==> config.mk <==
export PLATFORM = sky130hd
export DESIGN_NAME = rh_port_bank
export DESIGN_NICKNAME = d
export VERILOG_FILES = /design/src/rtl/rh_pkg.sv /design/src/rtl/rh_wr_defer.sv /design/src/rtl/rh_port_ch.sv /design/src/rtl/rh_port_bank.sv
export SDC_FILE = /design/constraint.sdc
export NUM_CORES = 1
export LEC_CHECK = 0
export BUFFER_PORTS_ARGS = -buffer_cell sky130_fd_sc_hd__buf_2
export CAP_MARGIN = 20
export CORE_ASPECT_RATIO = 0.75
export CORE_UTILIZATION = 54
export DETAILED_ROUTE_END_ITERATION = 6
export PLACE_DENSITY = 0.76
export SLEW_MARGIN = 0
export SYNTH_ARGS = -nofsm -noshare
export SYNTH_HDL_FRONTEND = slang
export SYNTH_HIERARCHICAL = 1
export SYNTH_SLANG_ARGS = --single-unit
==> constraint.sdc <==
create_clock -name clk -period 1.8 [get_ports clk]
set_input_delay 0.36 -clock clk [delete_from_list [all_inputs] [get_ports clk]]
set_output_delay 0.36 -clock clk [all_outputs]
set_load 0.1 [all_outputs]
==> src/rtl/rh_pkg.sv <==
package rh_pkg;
  localparam int CODE_W = 8;
  localparam int DATA_W = 32;
  localparam int HALF_W = DATA_W / 2;
  localparam logic [CODE_W-1:0] RD_HUB = 8'h14;
  localparam logic [CODE_W-1:0] WR_HUB = 8'h94;
  // status bit positions in a port word (decoded by software)
  localparam int B_CCS  = 0;
  localparam int B_PES  = 1;
  localparam int B_PSS  = 2;
  localparam int B_POCI = 3;
  localparam int B_PRS  = 4;
  localparam int B_PPS  = 8;
  localparam int B_LSDA = 9;
  // change flags sit HALF_W above their status bit
  localparam int C_CSC  = 0;
  localparam int C_PESC = 1;
  localparam int C_PSSC = 2;
  localparam int C_OCIC = 3;
  localparam int C_PRSC = 4;
  localparam int NCHG   = 5;
endpackage

==> src/rtl/rh_wr_defer.sv <==
module rh_wr_defer
  import rh_pkg::*;
(
  input  logic              clk,
  input  logic              rst,
  input  logic              wr_en_i,
  input  logic [DATA_W-1:0] wdata_i,
  input  logic              busy_i,
  output logic              apply_o,
  output logic [HALF_W-1:0] pset_o,
  output logic [HALF_W-1:0] pclr_o
);
  logic              pend_q;
  logic [HALF_W-1:0] set_q, clr_q;

  assign apply_o = pend_q && !busy_i;
  assign pset_o  = set_q;
  assign pclr_o  = clr_q;

  always_ff @(posedge clk) begin
    if (rst) begin
      pend_q <= 1'b0;
      set_q  <= '0;
      clr_q  <= '0;
    end else if (wr_en_i) begin
      pend_q <= 1'b1;
      set_q  <= (apply_o ? '0 : set_q) | wdata_i[HALF_W-1:0];
      clr_q  <= (apply_o ? '0 : clr_q) | wdata_i[DATA_W-1:HALF_W];
    end else if (apply_o) begin
      pend_q <= 1'b0;
      set_q  <= '0;
      clr_q  <= '0;
    end
  end
endmodule

==> src/rtl/rh_port_ch.sv <==
module rh_port_ch
  import rh_pkg::*;
#(
  parameter int RST_CYCLES = 1000
) (
  input  logic              clk,
  input  logic              rst,
  input  logic              wr_en_i,
  input  logic [DATA_W-1:0] wdata_i,
  input  logic              busy_i,
  input  logic              clr_pwr_i,
  input  logic              oc_pp_mode_i,
  input  logic              conn_i,
  input  logic              ls_i,
  input  logic              oc_i,
  output logic [DATA_W-1:0] word_o,
  output logic              pes_o,
  output logic              pss_o,
  output logic              prs_o,
  output logic              pps_o
);
  localparam int CNT_W = $clog2(RST_CYCLES + 1);

  logic              apply;
  logic [HALF_W-1:0] pset, pclr;
  logic ccs_q, pes_q, pss_q, poci_q, prs_q, pps_q, lsda_q;
  logic [NCHG-1:0] chg_q, chg_set, chg_clr;
  logic [CNT_W-1:0] cnt_q;
  logic req_pes, req_pss, req_prs, req_pps, rst_done, oc_now;

  rh_wr_defer u_defer (
    .clk(clk), .rst(rst), .wr_en_i(wr_en_i), .wdata_i(wdata_i), .busy_i(busy_i),
    .apply_o(apply), .pset_o(pset), .pclr_o(pclr)
  );

  always_comb begin
    req_pes  = apply && pset[B_PES] && ccs_q;
    req_pss  = apply && pset[B_PSS] && pes_q && !prs_q;
    req_prs  = apply && pset[B_PRS] && ccs_q && !prs_q;
    req_pps  = apply && pset[B_PPS];
    rst_done = prs_q && (cnt_q == CNT_W'(RST_CYCLES - 1));
    oc_now   = oc_pp_mode_i && oc_i;
    chg_clr  = apply ? pclr[NCHG-1:0] : '0;
    chg_set          = '0;
    chg_set[C_CSC]   = conn_i != ccs_q;
    chg_set[C_PESC]  = pes_q && !conn_i;
    chg_set[C_PSSC]  = pss_q && req_prs;
    chg_set[C_OCIC]  = oc_now && !poci_q;
    chg_set[C_PRSC]  = rst_done;
  end

  always_ff @(posedge clk) begin
    if (rst) begin
      ccs_q <= 1'b0; pes_q <= 1'b0; pss_q <= 1'b0; poci_q <= 1'b0;
      prs_q <= 1'b0; pps_q <= 1'b0; lsda_q <= 1'b0;
      chg_q <= '0;   cnt_q <= '0;
    end else begin
      ccs_q  <= conn_i;
      lsda_q <= conn_i && ls_i;
      poci_q <= oc_now;
      chg_q  <= chg_set | (chg_q & ~chg_clr);
      if (!conn_i)                pes_q <= 1'b0;
      else if (rst_done || req_pes) pes_q <= 1'b1;
      if (!conn_i || req_prs)     pss_q <= 1'b0;
      else if (req_pss)           pss_q <= 1'b1;
      if (!conn_i) begin
        prs_q <= 1'b0;
        cnt_q <= '0;
      end else if (req_prs) begin
        prs_q <= 1'b1;
        cnt_q <= '0;
      end else if (rst_done) begin
        prs_q <= 1'b0;
      end else if (prs_q) begin
        cnt_q <= cnt_q + 1'b1;
      end
      if (clr_pwr_i)    pps_q <= 1'b0;
      else if (req_pps) pps_q <= 1'b1;
    end
  end

  always_comb begin
    word_o                    = '0;
    word_o[B_CCS]             = ccs_q;
    word_o[B_PES]             = pes_q;
    word_o[B_PSS]             = pss_q;
    word_o[B_POCI]            = poci_q;
    word_o[B_PRS]             = prs_q;
    word_o[B_PPS]             = pps_q;
    word_o[B_LSDA]            = lsda_q;
    word_o[HALF_W +: NCHG]    = chg_q;
  end

  assign pes_o = pes_q;
  assign pss_o = pss_q;
  assign prs_o = prs_q;
  assign pps_o = pps_q;
endmodule

==> src/rtl/rh_port_bank.sv <==
module rh_port_bank
  import rh_pkg::*;
#(
  parameter int NPORTS     = 2,
  parameter int RST_CYCLES = 1000
) (
  input  logic              clk,
  input  logic              rst,
  input  logic              cmd_valid,
  input  logic [CODE_W-1:0] cmd_code,
  input  logic [DATA_W-1:0] cmd_wdata,
  output logic [DATA_W-1:0] rdata,
  input  logic              xfer_busy,
  input  logic              pwr_per_port,
  input  logic [NPORTS-1:0] ppc_mask,
  input  logic              oc_per_port,
  input  logic              oc_global,
  input  logic [NPORTS-1:0] conn_i,
  input  logic [NPORTS-1:0] ls_i,
  input  logic [NPORTS-1:0] oc_i,
  output logic [NPORTS-1:0] port_power,
  output logic [NPORTS-1:0] port_enable,
  output logic [NPORTS-1:0] port_suspend,
  output logic [NPORTS-1:0] port_reset
);
  logic [DATA_W-1:0] word [NPORTS];
  logic              hub_clr;
  logic [DATA_W-1:0] rd_sel;

  assign hub_clr = cmd_valid && (cmd_code == WR_HUB) && cmd_wdata[0];

  for (genvar p = 0; p < NPORTS; p++) begin : g_port
    logic wr_p, clr_p;
    assign wr_p  = cmd_valid && (cmd_code == CODE_W'(WR_HUB + 1 + p));
    assign clr_p = hub_clr && (!pwr_per_port || !ppc_mask[p]);
    rh_port_ch #(.RST_CYCLES(RST_CYCLES)) u_ch (
      .clk(clk), .rst(rst), .wr_en_i(wr_p), .wdata_i(cmd_wdata),
      .busy_i(xfer_busy), .clr_pwr_i(clr_p), .oc_pp_mode_i(oc_per_port),
      .conn_i(conn_i[p]), .ls_i(ls_i[p]), .oc_i(oc_i[p]),
      .word_o(word[p]), .pes_o(port_enable[p]), .pss_o(port_suspend[p]),
      .prs_o(port_reset[p]), .pps_o(port_power[p])
    );
  end

  always_comb begin
    rd_sel = '0;
    if (cmd_code == RD_HUB) rd_sel[1] = oc_global && !oc_per_port;
    for (int p = 0; p < NPORTS; p++)
      if (cmd_code == CODE_W'(RD_HUB + 1 + p)) rd_sel = word[p];
  end

  always_ff @(posedge clk) begin
    if (rst)                            rdata <= '0;
    else if (cmd_valid && !cmd_code[7]) rdata <= rd_sel;
  end
endmodule

# Word-level counts from Yosys, hierarchy flattened
# Index checks and enable logic that the tools add are counted.
# word_totals
register_bits	142
latchBits	0
ramBits	0
rom_bits	0
memories	0
# classes
addsub	2
multipliers	0
div_mod_pow	0
n_lt_le_gt_ge	0
n_eq_ne	10
shift	0
n_mux	21
bitwise	14
n_reduce_logical	72
# op_table
cell	count
two-way mux 16 bit	8
OR 16 bit	4
logical AND 1 bit	40
two-way mux 32 bit	1
== test 8 x 5 -> 1 bit (second input constant)	3
== test 8 bit (second input constant)	3
two-way mux 21 bit	1
adder 10 x 1 -> 10 bit (second input constant)	2
== test 10 bit (second input constant)	2
zero test 1 bit	12
OR reduction 2 bit	6
bitwise AND 5 bit	2
two-way mux 5 bit	2
inverter 5 bit	2
OR 5 bit	2
two-way mux 1 bit	9
nonzero test 2 bit	4
logical OR 1 bit	6
OR reduction 3 bit	2
inverter 1 bit	4
AND reduction 2 bit	2
!= test 1 bit	2

# Depth between registers and ports, before layout
# Gate-level depths: netlist of run 1.
# depth
depth_word	7
depth_mapped	7
depth_no_buf	5

# By module
# Netlist of run 1, hierarchy kept.
# by_module_without_submodules
mod	instances	cells_per_inst	area_per_inst_um2	seq_area_each_um2
rh_wr_defer	2	147	1565.3	660.6
rh_port_ch	2	129	1107.3	440.4
rh_port_bank	1	206	1675.4	640.6

# Worst setup path after synthesis of run 1
# OpenSTA, ideal clock, no wires.
# synth_path
path_type	flip-flop to flip-flop
start	register g_port[0].u_ch.prs_q
end	register g_port[0].u_ch.cnt_q[8]
setup_time_ns	0.072
arrival_time_ns	1.988
path_slack_ns	-0.260
path_stages_with_launch	4
n_path_buf	0
synth_period_minus_slack_ns	2.060
path_cell_list	dfxtp_1 > nand3_1 > or4_1 > a21oi_1
# synth_between
elab_chain_cells	3
word_cells_on_any_way	6
# synth_lines
item	line	rtl
start: declaration	rh_port_ch.sv:26	logic ccs_q, pes_q, pss_q, poci_q, prs_q, pps_q, lsda_q;
start signal: assignment	rh_port_ch.sv:55	prs_q <= 1'b0; pps_q <= 1'b0; lsda_q <= 1'b0;
start signal: assignment	rh_port_ch.sv:67	prs_q <= 1'b0;
start signal: assignment	rh_port_ch.sv:70	prs_q <= 1'b1;
zero test 1 bit / logical AND 1 bit (equally long branches)	rh_port_ch.sv:39, rh_port_ch.sv:41	
logical AND 1 bit / inverter 1 bit (equally long branches)	--	
OR reduction 3 bit (no line) / AND reduction 2 bit (equally long branches)	--	
end signal: assignment	rh_port_ch.sv:75	cnt_q <= cnt_q + 1'b1;
end: declaration	rh_port_ch.sv:28	logic [CNT_W-1:0] cnt_q;
# Parallel ways exist; a longest one is shown, timed or not.
# A chain may end at the register's enable or synchronous reset.

# Worst setup path in the final report of run 1
# layout_path
start	register g_port[1].u_ch.prs_q
end	output port port_reset[1]
# layout_lines
item	line	rtl
start: declaration	rh_port_ch.sv:26	
start signal: assignment	rh_port_ch.sv:55	
start signal: assignment	rh_port_ch.sv:67	
start signal: assignment	rh_port_ch.sv:70	
end: declaration	rh_port_bank.sv:24	output logic [NPORTS-1:0] port_reset
# No word-level cell between the ends.

==> impl_metrics.py, run 1 <==
metrics = {
    "status": {
        "status": "completed",
    },
    "grt": {
        "grt_util_all_layers_pct": 24.5,
        "globalRouteOverflowTotal": 0,
        "grtUsageMet3_pct": 5.30,
        "grt_antenna_before_repair": 0,
        "gr-usage-met2_pct": 40.2,
        "global_route.usage.met1_pct": 31.9,
        "number_of_global_route_vias_before_repair": 3915,
        "grt_first_pass_wirelength_mm": 18.8,
        "grt-busiest-layer": "met2",
        "grt_start_max_net_pins": 54,
    },
    "power": {
        "leakagePower_nw": 1.99,
        "irDropWorstVdd_v": 0.000586,
        "power_density_nw_per_um2": 919,
    },
    "finish": {
        "mostFrequentLayoutCell": "sky130_fd_sc_hd__dfxtp_1",
        "most-common-layout-cells": "sky130_fd_sc_hd__dfxtp_1, sky130_fd_sc_hd__buf_2, sky130_fd_sc_hd__nand3_1",
        "final_layout_size_suffix_gt1_share_pct": 22.6,
        "fin_nets": 658,
        "syn_to_final_growth_pct": 5.73,
        "num_antenna_cells": 0,
    },
    "detailed_routing": {
        "avgViaCountPerCell": 5.64,
        "final_antenna_net_count": 0,
        "route.detailed.wl_per_inst_um": 15.4,
        "vias": 4140,
        "wirelength_mm": 11.3,
        "first_pass_iters": 5,
        "drt_drc": 0,
        "drt-initial-drc-count": 256,
    },
    "place": {
        "quantity_of_i_o_buffers_inserted_on_ports": 72,
        "place_hpwl_mm": 7.74,
        "dp_worst_setup_slack_ns": 0.150,
        "globalplace.congestion": 0.849,
    },
    "sta": {
        "fin_skew_ns": 0.00670,
        "finalWorstPathRequiredPeriod_ns": 1.60,
        "final_hold_viol_count": 0,
        "finalCritPeriodShare_pct": 89.0,
        "grt_setup_unrepaired": "no",
        "finalSetupTns_ns": 0,
        "slew_viol_final": 0,
        "max_freq_mhz": 624,
        "finalWorstSetupSlack_ns": 0.197,
        "setup_viol_count_final": 0,
    },
    "clock_tree": {
        "root_buffer_master": "sky130_fd_sc_hd__clkbuf_16",
        "hold_bufs_inserted_after_cts": 0,
        "numCtsBuffers": 9,
        "clkTransAtPathRegs_ns": 0.07,
        "cts.htree.levels": 3,
        "post-cts-setup-buffer-count": 0,
        "tritoncts": "yes",
        "clk_path_buf_depth": 2,
        "postCtsResizedCells": 0,
        "clk_latency_ns": 0.34,
        "clkSinkCount": 96,
    },
    "yosys": {
        "synth-warning-count": 6,
        "synth.avg_cell_area_um2": 8.79,
        "syn-instance-count": 574,
        "syn_area_um2": 5040,
    },
    "setup_path": {
        "path_class": "reg -> out",
        "cp-start-kind": "register",
        "crit_arrival_ns": 1.24,
        "path_delay_family": "buffers and inverters",
        "worst_ep_required_time_ns": 1.44,
        "cpMaxStageDelayCell": "sky130_fd_sc_hd__buf_2",
        "timing.critical_path.to_type": "output pin",
        "crit_fanout": 9,
        "critical_path.n_buffers_inverters": 1,
        "timing.critical_path.cells": "buf_2",
        "crit_path_max_incr_delay_ns": 0.46,
    },
    "floorplanning": {
        "design.die.area_um2": 9730,
        "die_h_um": 85.7,
        "floorplan.io_pins": 95,
        "core-area_um2": 9050,
        "initial_core_utilization_pct": 55.8,
        "number_of_placement_rows": 30,
        "die_x_um": 114,
    },
    "hold_path": {
        "hp-class": "in -> reg",
    },
    "run": {
        "drv.max_cap_violation_count": 0,
    },
}
## through the flow
stage | instances | cell area, µm² | power (W) | hold WS (ns) | utilization [%]
after floorplan | 612 | 5190 | 0.00282 | 0.419 | -
after global placement | 718 | 5000 | 0.00284 | 0.442 | 55.3
after detailed placement | 718 | 5000 | 0.00285 | 0.454 | 55.3
after CTS | 734 | 5330 | 0.00493 | 0.204 | 58.9
after global routing | 734 | 5330 | 0.00505 | 0.215 | 58.9
final | 734 | 5330 | 0.00490 | 0.211 | 58.9
## flip-flops by register name, summed over array words and instances (netlist names)
name	cells
rdata	32
g_port.u_ch/cnt_q	20
g_port.u_ch/chg_q	10
g_port.u_ch/u_defer/pclr_o	10
g_port.u_ch/u_defer/pset_o	8
g_port.u_ch/ccs_q	2
g_port.u_ch/lsda_q	2
g_port.u_ch/pes_o	2
g_port.u_ch/poci_q	2
g_port.u_ch/pps_o	2
g_port.u_ch/prs_o	2
g_port.u_ch/pss_o	2
g_port.u_ch/u_defer/pend_q	2
## routing by layer
layer	vias to the layer above	routed length, µm
met5	-	0
met4	0	237
met3	19	576
met2	134	5270
met1	1964	5200
li1	2023	-
## report_power, final
part           internal (W)  leakage (nW)  switching (W)  total [W]
sequential          0.00218         0.782      0.0000328    0.00221
clock               0.00126         0.155       0.000831    0.00209
combinational      0.000127          1.06       0.000472   0.000599
## final cells by class
class / count / area (µm²)
fill: 811 / 3710
multi-input combinational: 390 / 2340
sequential: 96 / 1920
timing repair buffer: 93 / 531
clock buffer: 10 / 239
tap: 128 / 160
clock inverter: 6 / 92.6
inverter: 11 / 41.3
## worst paths after layout
check / start / endpoint / slack, ns / cells past startpoint
max reg2reg: g_port[0].u_ch/cnt_q[0] / g_port[0].u_ch/cnt_q[8] / 0.21 / 4
max: g_port[1].u_ch/prs_o / port_reset[1] / 0.20 / 1
min: ls_i[0] / g_port[0].u_ch/lsda_q / 0.21 / 2
min reg2reg: g_port[1].u_ch/poci_q / g_port[1].u_ch/chg_q[3] / 0.45 / 1
Power figures use the tool's default switching activity.
==> run 2, diff against run 1 <==
Settings changed: RECOVER_POWER from default to 50.
==> impl_metrics.py, run 2 (same netlist as run 1, synthesis figures left out) <==
metrics = {
    "power": {
        "power.clock.fraction_pct": 42.6,
        "net-switching-power_w": 0.00133,
        "power_density_nw_per_um2": 922,
        "internal_power_w": 0.00356,
        "power.sequential.fraction_pct": 45.2,
        "leakagePower_nw": 1.96,
        "irDropWorstVdd_v": 0.000586,
        "switching_share_pct": 27.2,
        "comb_power_share_pct": 12.2,
    },
    "finish": {
        "final_layout_size_suffix_gt1_share_pct": 21.0,
        "most-common-layout-cells": "sky130_fd_sc_hd__dfxtp_1, sky130_fd_sc_hd__buf_2, sky130_fd_sc_hd__nand3_1",
        "mostFrequentLayoutCell": "sky130_fd_sc_hd__dfxtp_1",
        "max_flop_register": "rdata",
        "layout_top_registers": "rdata (32), g_port.u_ch/cnt_q (20)",
        "num_antenna_cells": 0,
        "syn_to_final_growth_pct": 5.06,
        "finish.cell_count_without_fillers": 734,
        "largest_reg_flops": 32,
        "fillers": 822,
        "fin_nets": 658,
    },
    "floorplanning": {
        "die_h_um": 85.7,
        "core-area_um2": 9050,
        "initial_core_utilization_pct": 55.8,
        "floorplan.io_pins": 95,
        "design.die.area_um2": 9730,
        "number_of_placement_rows": 30,
        "die_x_um": 114,
    },
    "grt": {
        "globalRouteOverflowTotal": 0,
        "grt_start_max_net_pins": 54,
        "grt_first_pass_wirelength_mm": 18.8,
        "grt_antenna_before_repair": 0,
        "grt_util_all_layers_pct": 24.5,
        "number_of_global_route_vias_before_repair": 3915,
    },
    "detailed_routing": {
        "drt-initial-drc-count": 272,
        "final_antenna_net_count": 0,
        "avgViaCountPerCell": 5.66,
        "wirelength_mm": 11.3,
        "first_pass_iters": 5,
        "route.detailed.wl_per_inst_um": 15.4,
        "drt_drc": 0,
        "vias": 4151,
    },
    "clock_tree": {
        "post-cts-setup-buffer-count": 0,
        "clk_path_buf_depth": 2,
        "clkTransAtPathRegs_ns": 0.07,
        "numCtsBuffers": 9,
        "clk_latency_ns": 0.34,
        "root_buffer_master": "sky130_fd_sc_hd__clkbuf_16",
        "clkSinkCount": 96,
        "tritoncts": "yes",
        "hold_bufs_inserted_after_cts": 0,
        "cts.htree.levels": 3,
        "postCtsResizedCells": 0,
    },
    "sta": {
        "finalWorstPathRequiredPeriod_ns": 1.61,
        "finalCritPeriodShare_pct": 89.5,
        "finalSetupTns_ns": 0,
        "fin_skew_ns": 0.00613,
        "slew_viol_final": 0,
        "grt_setup_unrepaired": "no",
        "setup_viol_count_final": 0,
        "final_hold_viol_count": 0,
        "max_freq_mhz": 621,
        "timing.max_slew.rel_slack_pct": 43.6,
        "tightestPinTransition_ns": 0.844,
    },
    "setup_path": {
        "timing.critical_path.from": "g_port[0].u_ch/pes_o",
        "launch_instance_of_the_worst_register_to_register_path": "g_port[0].u_ch/cnt_q[0]",
        "timing.critical_path.to_type": "output pin",
        "crit_arrival_ns": 1.25,
        "path_class": "reg -> out",
        "critical_path.n_buffers_inverters": 1,
        "timing.critical_path.cells": "buf_2",
        "cpMaxStageDelayCell": "sky130_fd_sc_hd__buf_2",
        "cp-start-kind": "register",
        "worst_ep_required_time_ns": 1.44,
        "crit_fanout": 5,
        "crit_path_max_incr_delay_ns": 0.47,
        "path_delay_family": "buffers and inverters",
    },
    "status": {
        "status": "completed",
    },
    "hold_path": {
        "hp-class": "in -> reg",
        "hold_start": "ls_i[1]",
    },
    "run": {
        "drv.max_cap_violation_count": 0,
    },
    "place": {
        "quantity_of_i_o_buffers_inserted_on_ports": 72,
        "globalplace.congestion": 0.849,
        "place_hpwl_mm": 7.74,
        "placed_cells_incl_taps": 718,
    },
}
run 2: cell count changes in the layout (fill, tap and decap cells not counted), sizes merged:
cell / change
buf: -6
clkbuf: +6
run 2: layout make-up:
| class | instances | area, µm² | share of cell area [%] |
|---|---|---|---|
| Timing Repair Buffer | 93 | 513 | 9.68 |
| Sequential cell | 96 | 1920 | 36.3 |
| Clock inverter | 6 | 92.6 | 1.75 |
| Tap cell | 128 | 160 | 3.02 |
| Multi-Input combinational cell | 390 | 2330 | 43.9 |
| Inverter | 11 | 41.3 | 0.779 |
| Clock buffer | 10 | 239 | 4.51 |
run 2: per-layer routing:
| layer | track usage [%] | wire length [µm] |
|---|---|---|
| met5 | 0 | 0 |
| met4 | 9.21 | 261 |
| met3 | 5.30 | 511 |
| met2 | 40.2 | 5290 |
| met1 | 31.9 | 5210 |
run 2: final timing paths:
kind / endpoint / slack, ns / cells past startpoint
setup / recovery: port_enable[0] / 0.19 / 1
hold / removal: g_port[1].u_ch/lsda_q / 0.22 / 2
setup reg to reg: g_port[0].u_ch/cnt_q[8] / 0.21 / 4
hold reg to reg: g_port[1].u_ch/chg_q[3] / 0.45 / 1
run 2: power groups by stage:
stage	clock (W)	sequential (W)	combinational [W]
after CTS	0.00212	0.00221	0.000595
after global routing	0.00220	0.00221	0.000632
after detailed placement	0	0.00226	0.000593
final	0.00208	0.00221	0.000594
after floorplan	0	0.00253	0.000293
after global placement	0	0.00226	0.000587
run 2: metrics by stage:
stage | power [W] | util (%) | instance area (µm²) | hold slack, ns | setup slack [ns]
5_1_grt | 0.00505 | 58.6 | 5300 | 0.215 | 0.0646
6_report | 0.00489 | 58.6 | 5300 | 0.220 | 0.189
2_1_floorplan | 0.00282 | - | 5190 | 0.419 | 0.135
4_1_cts | 0.00493 | 58.9 | 5330 | 0.204 | 0.186
3_3_place_gp | 0.00284 | 55.3 | 5000 | 0.442 | 0.137
3_5_place_dp | 0.00285 | 55.3 | 5000 | 0.454 | 0.150
==> run 3, diff against run 2 <==
Settings changed: CORE_UTILIZATION 54 to 47, PLACE_DENSITY 0.76 to 0.73, SYNTH_HIERARCHICAL 1 to default.
==> impl_metrics.py, run 3 <==
metrics = {
    "grt": {
        "grt_first_pass_wirelength_mm": 11.7,
        "grt_util_all_layers_pct": 20.7,
        "grt_antenna_before_repair": 0,
        "globalRouteOverflowTotal": 0,
        "number_of_global_route_vias_before_repair": 2458,
        "grt_start_max_net_pins": 25,
    },
    "clock_tree": {
        "root_buffer_master": "sky130_fd_sc_hd__clkbuf_8",
        "hold_bufs_inserted_after_cts": 0,
        "numCtsBuffers": 9,
        "clk_latency_ns": 0.36,
        "clkSinkCount": 76,
        "clk_path_buf_depth": 2,
        "post-cts-setup-buffer-count": 0,
        "postCtsResizedCells": 0,
        "clkTransAtPathRegs_ns": 0.08,
        "tritoncts": "yes",
        "cts.htree.levels": 3,
    },
    "sta": {
        "grt_setup_unrepaired": "no",
        "finalWorstPathRequiredPeriod_ns": 1.71,
        "fin_skew_ns": 0.0103,
        "finalCritPeriodShare_pct": 95.0,
        "timing.max_slew.rel_slack_pct": 56.8,
        "finalSetupTns_ns": 0,
        "final_hold_viol_count": 0,
        "slew_viol_final": 0,
        "setup_viol_count_final": 0,
        "max_freq_mhz": 585,
        "tightestPinTransition_ns": 0.645,
    },
    "setup_path": {
        "ff2ff_setup_slack_ns": 0.17,
        "path_class": "reg -> out",
        "worst_ep_required_time_ns": 1.44,
        "path_delay_family": "flip-flops",
        "critical_path.n_buffers_inverters": 1,
        "r2r-end": "g_port[0].u_ch.cnt_q[0]",
        "crit_arrival_ns": 1.35,
        "cpMaxStageDelayCell": "sky130_fd_sc_hd__dfxtp_1",
        "crit_fanout": 9,
        "worst_reg_to_reg_path_cell_count": 5,
        "cp-start-kind": "register",
        "crit_path_max_incr_delay_ns": 0.50,
        "timing.critical_path.to_type": "output pin",
        "launch_instance_of_the_worst_register_to_register_path": "g_port[0].u_ch.cnt_q[0]",
        "timing.critical_path.cells": "buf_2",
    },
    "detailed_routing": {
        "first_pass_iters": 4,
        "highest-signal-layer": "met4",
        "dr_wl_met2_mm": 3.27,
        "wl_met1_mm": 3.32,
        "vias": 2681,
        "drt-initial-drc-count": 103,
        "wl_met3_um": 493,
        "drt_drc": 0,
        "wirelength_mm": 7.21,
        "final_antenna_net_count": 0,
        "route.detailed.wl_per_inst_um": 14.4,
        "avgViaCountPerCell": 5.37,
    },
    "hold_path": {
        "hp-class": "in -> reg",
        "hold_path_end": "g_port[1].u_ch.poci_q",
        "hold-path-cell-count": 3,
        "hold_start": "oc_i[1]",
    },
    "finish": {
        "finalCoreUtilization_pct": 55.1,
        "most-common-layout-cells": "sky130_fd_sc_hd__dfxtp_1, sky130_fd_sc_hd__buf_2, sky130_fd_sc_hd__nor2_1",
        "fin_nets": 467,
        "final_layout_size_suffix_gt1_share_pct": 23.6,
        "syn_to_final_growth_pct": 12.5,
        "layout_top_registers": "g_port.u_ch.cnt_q (20), rdata (12)",
        "mostFrequentLayoutCell": "sky130_fd_sc_hd__dfxtp_1",
        "max_flop_register": "g_port.u_ch.cnt_q",
        "largest_reg_flops": 20,
        "num_antenna_cells": 0,
    },
    "floorplanning": {
        "die_x_um": 99.4,
        "core-area_um2": 6830,
        "floorplan.io_pins": 95,
        "initial_core_utilization_pct": 49.0,
        "die_h_um": 75.1,
        "design.die.area_um2": 7460,
        "number_of_placement_rows": 26,
    },
    "place": {
        "place_hpwl_mm": 5.28,
        "quantity_of_i_o_buffers_inserted_on_ports": 52,
        "globalplace.congestion": 0.807,
    },
    "yosys": {
        "synthFlopType": "sky130_fd_sc_hd__dfxtp_1",
        "syn_area_um2": 3340,
        "synth-seq-area-share_pct": 45.5,
        "async_reset_ff_share_pct": 0,
        "synth_top_area_cell": "sky130_fd_sc_hd__dfxtp_1",
        "synth_top_cell_area_share_pct": 45.5,
        "number_of_synthesized_flops_with_an_enable_pin": 0,
        "synth.top_cells.by_count": "sky130_fd_sc_hd__dfxtp_1, sky130_fd_sc_hd__nor2_1, sky130_fd_sc_hd__nand2_1",
        "syn-instance-count": 355,
        "synth_cell_types": 46,
        "yosysMostFrequentCell": "sky130_fd_sc_hd__dfxtp_1",
        "ys_top_cells_by_area": "sky130_fd_sc_hd__dfxtp_1, sky130_fd_sc_hd__buf_4, sky130_fd_sc_hd__a22o_1",
        "synth-warning-count": 0,
        "synth.ff_latch_count": 76,
        "synth.avg_cell_area_um2": 9.42,
    },
    "power": {
        "internal_power_w": 0.00247,
        "leakagePower_nw": 1.50,
        "power.clock.fraction_pct": 37.8,
        "comb_power_share_pct": 13.1,
        "power.sequential.fraction_pct": 49.1,
        "switching_share_pct": 29.7,
        "irDropWorstVdd_v": 0.000504,
        "power_density_nw_per_um2": 935,
        "net-switching-power_w": 0.00104,
    },
    "run": {
        "drv.max_cap_violation_count": 0,
    },
    "status": {
        "status": "completed",
    },
}
## run 3: routing by layer
| layer | vias to the layer above | global-route usage (%) |
|---|---|---|
| li1 | 1323 | - |
| met2 | 96 | 33.3 |
| met5 | - | 0 |
| met3 | 13 | 7.99 |
| met4 | 0 | 6.86 |
| met1 | 1249 | 25.8 |
## run 3: through the flow
stage	std cells	setup WS [ns]	hold slack [ns]	area (µm²)	power (W)
finish	499	0.0894	0.202	3760	0.00352
global route	499	0.0159	0.201	3760	0.00366
CTS	499	0.0293	0.186	3840	0.00357
detailed placement	483	0.152	0.451	3630	0.00223
global placement	483	0.177	0.445	3630	0.00223
floorplan	374	0.372	0.432	3420	0.00217
## run 3: worst max-delay path by stage
| stage | startpoint | to | depth (start not counted) |
|---|---|---|---|
| 5_1_grt | g_port[0].u_ch.prs_o | g_port[0].u_ch.cnt_q[6] | 4 |
| 3_5_place_dp | cmd_code[5] | rdata[20] | 6 |
| 4_1_cts | g_port[0].u_ch.prs_o | port_reset[0] | 1 |
| 3_3_place_gp | cmd_code[5] | rdata[20] | 6 |
| 6_report | g_port[1].u_ch.prs_o | port_reset[1] | 1 |
| 2_1_floorplan | g_port[0].u_ch.cnt_q[0] | g_port[0].u_ch.cnt_q[1] | 5 |
## run 3: power groups by stage
stage               sequential (W)  clock [W]  combinational, W
floorplan                  0.00186          0          0.000311
global placement           0.00177          0          0.000465
detailed placement         0.00177          0          0.000468
CTS                        0.00173    0.00137          0.000469
global route               0.00173    0.00144          0.000483
finish                     0.00173    0.00133          0.000461
## run 3: layout make-up
type                       instances  area (µm²)
inverter                           7        26.3
timing repair buffer              66         379
clock buffer                      10         138
clock inverter                     6        71.3
tap                               84         105
sequential                        76        1520
multi-input combinational        250        1520
fill                             658        3070
## run 3: logic make-up after synthesis
group / after synthesis / synth area share [%]
simple gates: 146 / 24.0
flops: 76 / 45.5
compound gates: 63 / 15.3
buf+inv: 48 / 9.28
xor+xnor: 16 / 4.19
mux: 3 / 0.898
fa+ha+maj: 2 / 0.748
other cells: 1 / 0.112
